### config.mk
export PLATFORM = sky130hd
export DESIGN_NAME = alarm_interval_latch
export DESIGN_NICKNAME = d
export VERILOG_FILES = /design/src/rtl/alm_pkg.sv /design/src/rtl/tick_edge_sync.sv /design/src/rtl/read_tracker.sv /design/src/rtl/alarm_accum.sv /design/src/rtl/alarm_interval_latch.sv
export SDC_FILE = /design/constraint.sdc
export NUM_CORES = 1
export LEC_CHECK = 0
export BUFFER_PORTS_ARGS = -buffer_cell sky130_fd_sc_hd__buf_2
export CAP_MARGIN = 20
export CORE_MARGIN = 2
export CORE_UTILIZATION = 25
export CTS_CLUSTER_SIZE = 12
export DETAILED_ROUTE_END_ITERATION = 6
export GPL_TIMING_DRIVEN = 0
export SLEW_MARGIN = 30
export SYNTH_ARGS = -nofsm -noshare
export SYNTH_HDL_FRONTEND = slang
export SYNTH_SLANG_ARGS = --single-unit
### constraint.sdc
create_clock -name clk_i -period 2.5 [get_ports clk_i]
set_input_delay 0.25 -clock clk_i [delete_from_list [all_inputs] [get_ports clk_i]]
set_output_delay 0.25 -clock clk_i [all_outputs]
set_load 0.005 [all_outputs]
### src/rtl/alm_pkg.sv
package alm_pkg;
  localparam int unsigned RD_CNT_W = 2;
  typedef logic [RD_CNT_W-1:0] rd_cnt_t;
  localparam rd_cnt_t RD_CNT_MAX = '1;
endpackage

### src/rtl/tick_edge_sync.sv
module tick_edge_sync (
  input  logic clk_i,
  input  logic rst_ni,
  input  logic tick_i,
  output logic edge_o
);
  logic [2:0] sync_q;

  always_ff @(posedge clk_i or negedge rst_ni) begin
    if (!rst_ni) sync_q <= '0;
    else         sync_q <= {sync_q[1:0], tick_i};
  end

  assign edge_o = sync_q[1] & ~sync_q[2];

  AST_TICK_SINGLE: assert property (@(posedge clk_i) disable iff (!rst_ni)
    edge_o |=> !edge_o);
endmodule

### src/rtl/read_tracker.sv
module read_tracker
  import alm_pkg::*;
(
  input  logic clk_i,
  input  logic rst_ni,
  input  logic latch_en_i,
  input  logic tick_i,
  input  logic rd_i,
  output logic first_o
);
  rd_cnt_t cnt_q;

  always_ff @(posedge clk_i or negedge rst_ni) begin
    if (!rst_ni)                          cnt_q <= '0;
    else if (!latch_en_i || tick_i)       cnt_q <= '0;
    else if (rd_i && cnt_q != RD_CNT_MAX) cnt_q <= cnt_q + 1'b1;
  end

  assign first_o = (cnt_q == '0);

  AST_MODE_RESET: assert property (@(posedge clk_i) disable iff (!rst_ni)
    !latch_en_i |=> first_o);
  AST_TICK_RESTART: assert property (@(posedge clk_i) disable iff (!rst_ni)
    tick_i |=> first_o);
endmodule

### src/rtl/alarm_accum.sv
module alarm_accum #(
  parameter int unsigned W = 8
) (
  input  logic         clk_i,
  input  logic         rst_ni,
  input  logic [W-1:0] alarm_i,
  input  logic         tick_i,
  input  logic         clr_i,
  output logic [W-1:0] held_o
);
  logic [W-1:0] shadow_q, held_q;

  always_ff @(posedge clk_i or negedge rst_ni) begin
    if (!rst_ni) begin
      shadow_q <= '0;
      held_q   <= '0;
    end else if (tick_i) begin
      // boundary edge sample closes the old interval; boundary beats clear
      held_q   <= shadow_q | alarm_i;
      shadow_q <= '0;
    end else begin
      shadow_q <= shadow_q | alarm_i;
      if (clr_i) held_q <= '0;
    end
  end

  assign held_o = held_q;

  AST_HELD_STABLE: assert property (@(posedge clk_i) disable iff (!rst_ni)
    (!tick_i && !clr_i) |=> $stable(held_o));
  AST_CLEAR_ZERO: assert property (@(posedge clk_i) disable iff (!rst_ni)
    (clr_i && !tick_i) |=> (held_o == '0));
endmodule

### src/rtl/alarm_interval_latch.sv
module alarm_interval_latch #(
  parameter int unsigned W = 8
) (
  input  logic         clk_i,
  input  logic         rst_ni,
  input  logic [W-1:0] alarm_i,
  input  logic         tick_i,
  input  logic         latch_en_i,
  input  logic         rd_i,
  output logic [W-1:0] rdata_o
);
  logic         tick_edge;
  logic         first_rd;
  logic         clr_rd;
  logic [W-1:0] held;
  logic [W-1:0] rdata_q;

  tick_edge_sync u_sync (
    .clk_i  (clk_i),
    .rst_ni (rst_ni),
    .tick_i (tick_i),
    .edge_o (tick_edge)
  );

  read_tracker u_track (
    .clk_i      (clk_i),
    .rst_ni     (rst_ni),
    .latch_en_i (latch_en_i),
    .tick_i     (tick_edge),
    .rd_i       (rd_i),
    .first_o    (first_rd)
  );

  assign clr_rd = rd_i & latch_en_i & ~first_rd;

  alarm_accum #(.W(W)) u_accum (
    .clk_i   (clk_i),
    .rst_ni  (rst_ni),
    .alarm_i (alarm_i),
    .tick_i  (tick_edge),
    .clr_i   (clr_rd),
    .held_o  (held)
  );

  always_ff @(posedge clk_i or negedge rst_ni) begin
    if (!rst_ni) rdata_q <= '0;
    else if (rd_i) rdata_q <= (latch_en_i && first_rd) ? held : alarm_i;
  end

  assign rdata_o = rdata_q;

  AST_LIVE_READ: assert property (@(posedge clk_i) disable iff (!rst_ni)
    (rd_i && !latch_en_i) |=> (rdata_o == $past(alarm_i)));
  AST_RDATA_HOLD: assert property (@(posedge clk_i) disable iff (!rst_ni)
    !rd_i |=> $stable(rdata_o));
  AST_REPEAT_LIVE: assert property (@(posedge clk_i) disable iff (!rst_ni)
    clr_rd |=> (rdata_o == $past(alarm_i)));
endmodule

==> out/results.md <==
| Item | This run | Unit |
| --- | --- | --- |
| Result of the run | finished, violations left | - |
| Failing checks | negative hold slack | - |
| Half-perimeter wire length of the detailed placement result | 1.61 | mm |
| Arrival time of data at the critical path endpoint | 1.50 | ns |
| Via count | 785 | - |
| Clock network fraction of total power | 0.351 | - |
| Critical Path, Cell by Cell | inv_1, ha_1, nand2_2, mux2i_1, a21oi_1 | - |
| Final setup vio count | 0 | - |
| Remaining DRCs | 0 | - |
| Net count, final | 138 | - |
| Number of antenna cells inserted | 0 | - |
| Area taken by multi-input logic gates | 394 | sq um |
| Worst Setup Start Kind | flop | - |
| Setup clock skew after layout | 0.00481 | ns |
| Crit path max-delay cell type | sky130_fd_sc_hd__dfrtp_1 | - |
| Core area | 0.00441 | sq mm |
| Maximum root-to-sink buffer count | 2 | - |
| Post-layout util | 0.319 | - |
| Worst slew margin | 0.589 | - |
| Count of cells resized by post-cts repair | 0 | - |
| Slew @ Worst Pin | 0.616 | ns |
| Clock sink count | 29 | - |
| Sequential share of power | 0.519 | - |
| Switching part of the total | 0.239 | - |
| Std-Cell Rows | 24 | - |
| Post-route insts no fill | 175 | - |
| Die boundary width | 72.2 | microns |
| Worst min-delay path category | in2async | - |
| Leakage Power | 0.661 | nW |
| Mapped Area | 0.00116 | sq mm |
| Fmax achieved | 736 | MHz |
| Placed cell count | 168 | - |
| Fin Setup TNS | 0 | ns |
| Gate Count Post-Synth | 97 | - |
| Switching power | 253 | uW |
| Final worst-path cycle share | 0.543 | - |
| Fraction of synthesized area in multiplexers | 0.0775 | - |
| Number of DRC violations after detailed-routing iteration 0 | 6 | - |
| Power density normalized to cell area | 750 | mW/mm^2 |
| Share of the synthesized area in the top cell type | 0.624 | - |
| Post-CTS repair timing setup buffer count | 0 | - |
| # hold bufs at CTS | 0 | - |
| Placer congestion estimate | 0.712 | - |
| Antenna violations before repair | 0 | - |
| First-pass GRT wire length | 4.02 | mm |
| Post-detailed-route wirelength per cell | 13.2 | microns |
| Syn. warnings | 0 | - |
| Post-synthesis share of cell area spent on full adders, half adders and majority gates | 0.0215 | - |
| Depth of the most critical reg-to-reg path | 5 | - |
| Layout fillers | 444 | - |
| Synthesized flop and latch total | 29 | - |
| Post-synth EDFFs | 0 | - |
| Length of the first detailed-routing pass in iterations | 4 | - |
| CTS tree | done | - |
| WL met3 | 121 | microns |
| Endpoint class of the critical path | flop | - |
| Storage element area | 726 | sq um |
| Uppermost metal layer occupied by signal nets | met4 | - |
| Worst-case vdd ir drop | 0.000475 | V |
| Synth Net Count | 112 | - |
| Required time of the critical path | 2.64 | ns |
| Number of buffers inserted by port buffering | 19 | - |
| Number of ports placed on the die boundary | 21 | - |
| Overall global routing resource usage | 0.103 | - |
| Area enclosed by the die boundary | 0.00521 | sq mm |
| CTS H-tree depth | 2 | - |
| Final Max Slew Viols | 0 | - |
| CP peak stage delay | 0.37 | ns |
| Final hold violations | 21 | - |
| Cell type with the largest total area after synthesis | sky130_fd_sc_hd__dfrtp_1 | - |
| Reg clk slew, reported paths | 0.06 | ns |
| Dominant combinational cell family by area after synthesis | simple AND/OR/NAND/NOR gates | - |
| Share of cells above drive strength 1 | 0.268 | - |
| Vias in the first global route | 834 | - |
| Top-count cell post-synth | sky130_fd_sc_hd__dfrtp_1 | - |
| Starting Density | 0.263 | - |
| Number of max-capacitance violations reported | 0 | - |
| Final hold slack | -0.0106 | ns |
| Sequential area share after synthesis | 0.624 | - |
| Cts bufs inserted | 5 | - |
| Fraction of the mapped netlist area in simple logic gates | 0.123 | - |
| Crit-path max FO | 8 | - |
| Share of synthesized registers carrying an async set or reset | 1.00 | - |
| Final period demand of the worst path | 1.36 | ns |
| DIE HEIGHT | 72.2 | microns |
| Internal power component | 804 | uW |
| Critical setup path kind | reg2reg | - |
| Count of antenna-violating nets left after detailed routing | 0 | - |
| Cell types with the largest area share after synthesis | sky130_fd_sc_hd__dfrtp_1, sky130_fd_sc_hd__nor2_1, sky130_fd_sc_hd__mux2i_1 | - |
| Average size of a mapped cell | 12.0 | sq um |
| Part of the power in combinational logic | 0.130 | - |
| Compound-Gate Fraction of Synth Area | 0.117 | - |
| Clock latency of the later-clocked register in the worst-skew pair | 0.27 | ns |
| RSZ-0062 raised after global routing | false | - |
| Top cells by count, synth | sky130_fd_sc_hd__dfrtp_1, sky130_fd_sc_hd__nor2_1, sky130_fd_sc_hd__a21oi_1, sky130_fd_sc_hd__mux2i_1, sky130_fd_sc_hd__o2bb2ai_1 | - |
| Wl on met1 | 1.03 | mm |
| Total length of routed wires | 2.31 | mm |
| Ys flop type | sky130_fd_sc_hd__dfrtp_1 | - |
| Global-route congestion overflow total | 0 | - |
| Count of distinct cell types in the synthesized netlist | 16 | - |
| Maximum number of pins on one net before global-route repair | 30 | - |
| Area growth from synthesis to layout | 21.2 | % |
| Root buffer selected by CTS | sky130_fd_sc_hd__clkbuf_8 | - |
| Met2 Wirelength | 1.13 | mm |
| Post-Synth XOR/XNOR Area | 0 | - |
| Average vias per placed instance | 4.49 | - |
-- worst paths after layout --
path | from | end | slack [ns]
worst max-delay path | u_track.cnt_q[0] | rdata_o[6] | 1.14
worst min-delay path | rst_ni | u_accum.shadow_q[0] | -0.01
worst max register to register | u_track.cnt_q[0] | rdata_o[6] | 1.14
worst min register to register | u_sync.sync_q[0] | u_sync.sync_q[1] | 0.35
max in group asynchronous | rst_ni | rdata_o[5] | 2.10
min in group clk_i | tick_i | u_sync.sync_q[0] | 0.09
-- routing by layer --
layer / track usage / up-vias
met3: 0.0444 / 5
met5: 0 / -
li1: - / 377
met1: 0.124 / 385
met2: 0.161 / 18
met4: 0.0461 / 0
-- metrics by stage --
step / worst slack (ns) / power (mW) / cell area (sq um) / hold WS, ns
2_1_floorplan: 1.32 / 0.634 / 1160 / -0.0456
3_3_place_gp: 1.18 / 0.689 / 1320 / 0.289
3_5_place_dp: 1.14 / 0.697 / 1320 / 0.304
4_1_cts: 1.12 / 1.07 / 1410 / 0.0113
5_1_grt: 1.01 / 1.12 / 1410 / 0.0381
6_report: 1.14 / 1.06 / 1410 / -0.0106
-- worst max-delay path, delay by kind of cell, from the launching register on --
kind                       cells  cell delay [ns]
AOI/OAI and AO/OA              1             0.09
adders and majority gates      1             0.22
buffers and inverters          1             0.07
DFF                            1             0.37
muxes                          1             0.24
and+or+nand+nor                1             0.25
-- cell type report --
class                   instances  share of cell area
inverters                       3             0.00799
well taps                      52              0.0462
flip-flops and latches         29               0.515
clock buffers                   7              0.0613
plain buffers                   4              0.0222
multi-input cells              61               0.280
repair buffers                 19              0.0675
-- registers in the layout (all words and copies together) (netlist names) --
signal,cells
rdata_o,8
u_accum.held_o,8
u_accum.shadow_q,8
u_sync.sync_q,3
u_track.cnt_q,2
-- cells by family after synthesis --
family / after synthesis
simple gates: 32
fa+ha+maj: 2
compound gates: 18
buf+inv: 7
mux: 9
flops: 29
-- placed cells by master (no fill, tap or decap), drive strengths merged --
| cell type | Yosys | routed |
|---|---|---|
| o2bb2ai | 8 | 8 |
| ha | 2 | 2 |
| inv | 3 | 3 |
| or2b | 1 | 1 |
| a21oi | 9 | 9 |
| dfrtp | 29 | 29 |
| a31oi | 1 | 1 |
| nor2 | 25 | 25 |
| nor2b | 1 | 1 |
| buf | 4 | 23 |
| nand2b | 2 | 2 |
| mux2i | 9 | 9 |
| clkbuf | 0 | 7 |
| nand2 | 3 | 3 |
-- power by group through the flow --
stage / clock network, mW / logic [mW] / registers, mW
2_1_floorplan: 0 / 0.0804 / 0.554
3_3_place_gp: 0 / 0.135 / 0.554
3_5_place_dp: 0 / 0.141 / 0.557
4_1_cts: 0.382 / 0.141 / 0.549
5_1_grt: 0.412 / 0.159 / 0.554
6_report: 0.371 / 0.138 / 0.549
(Power assumes the default switching activity.)
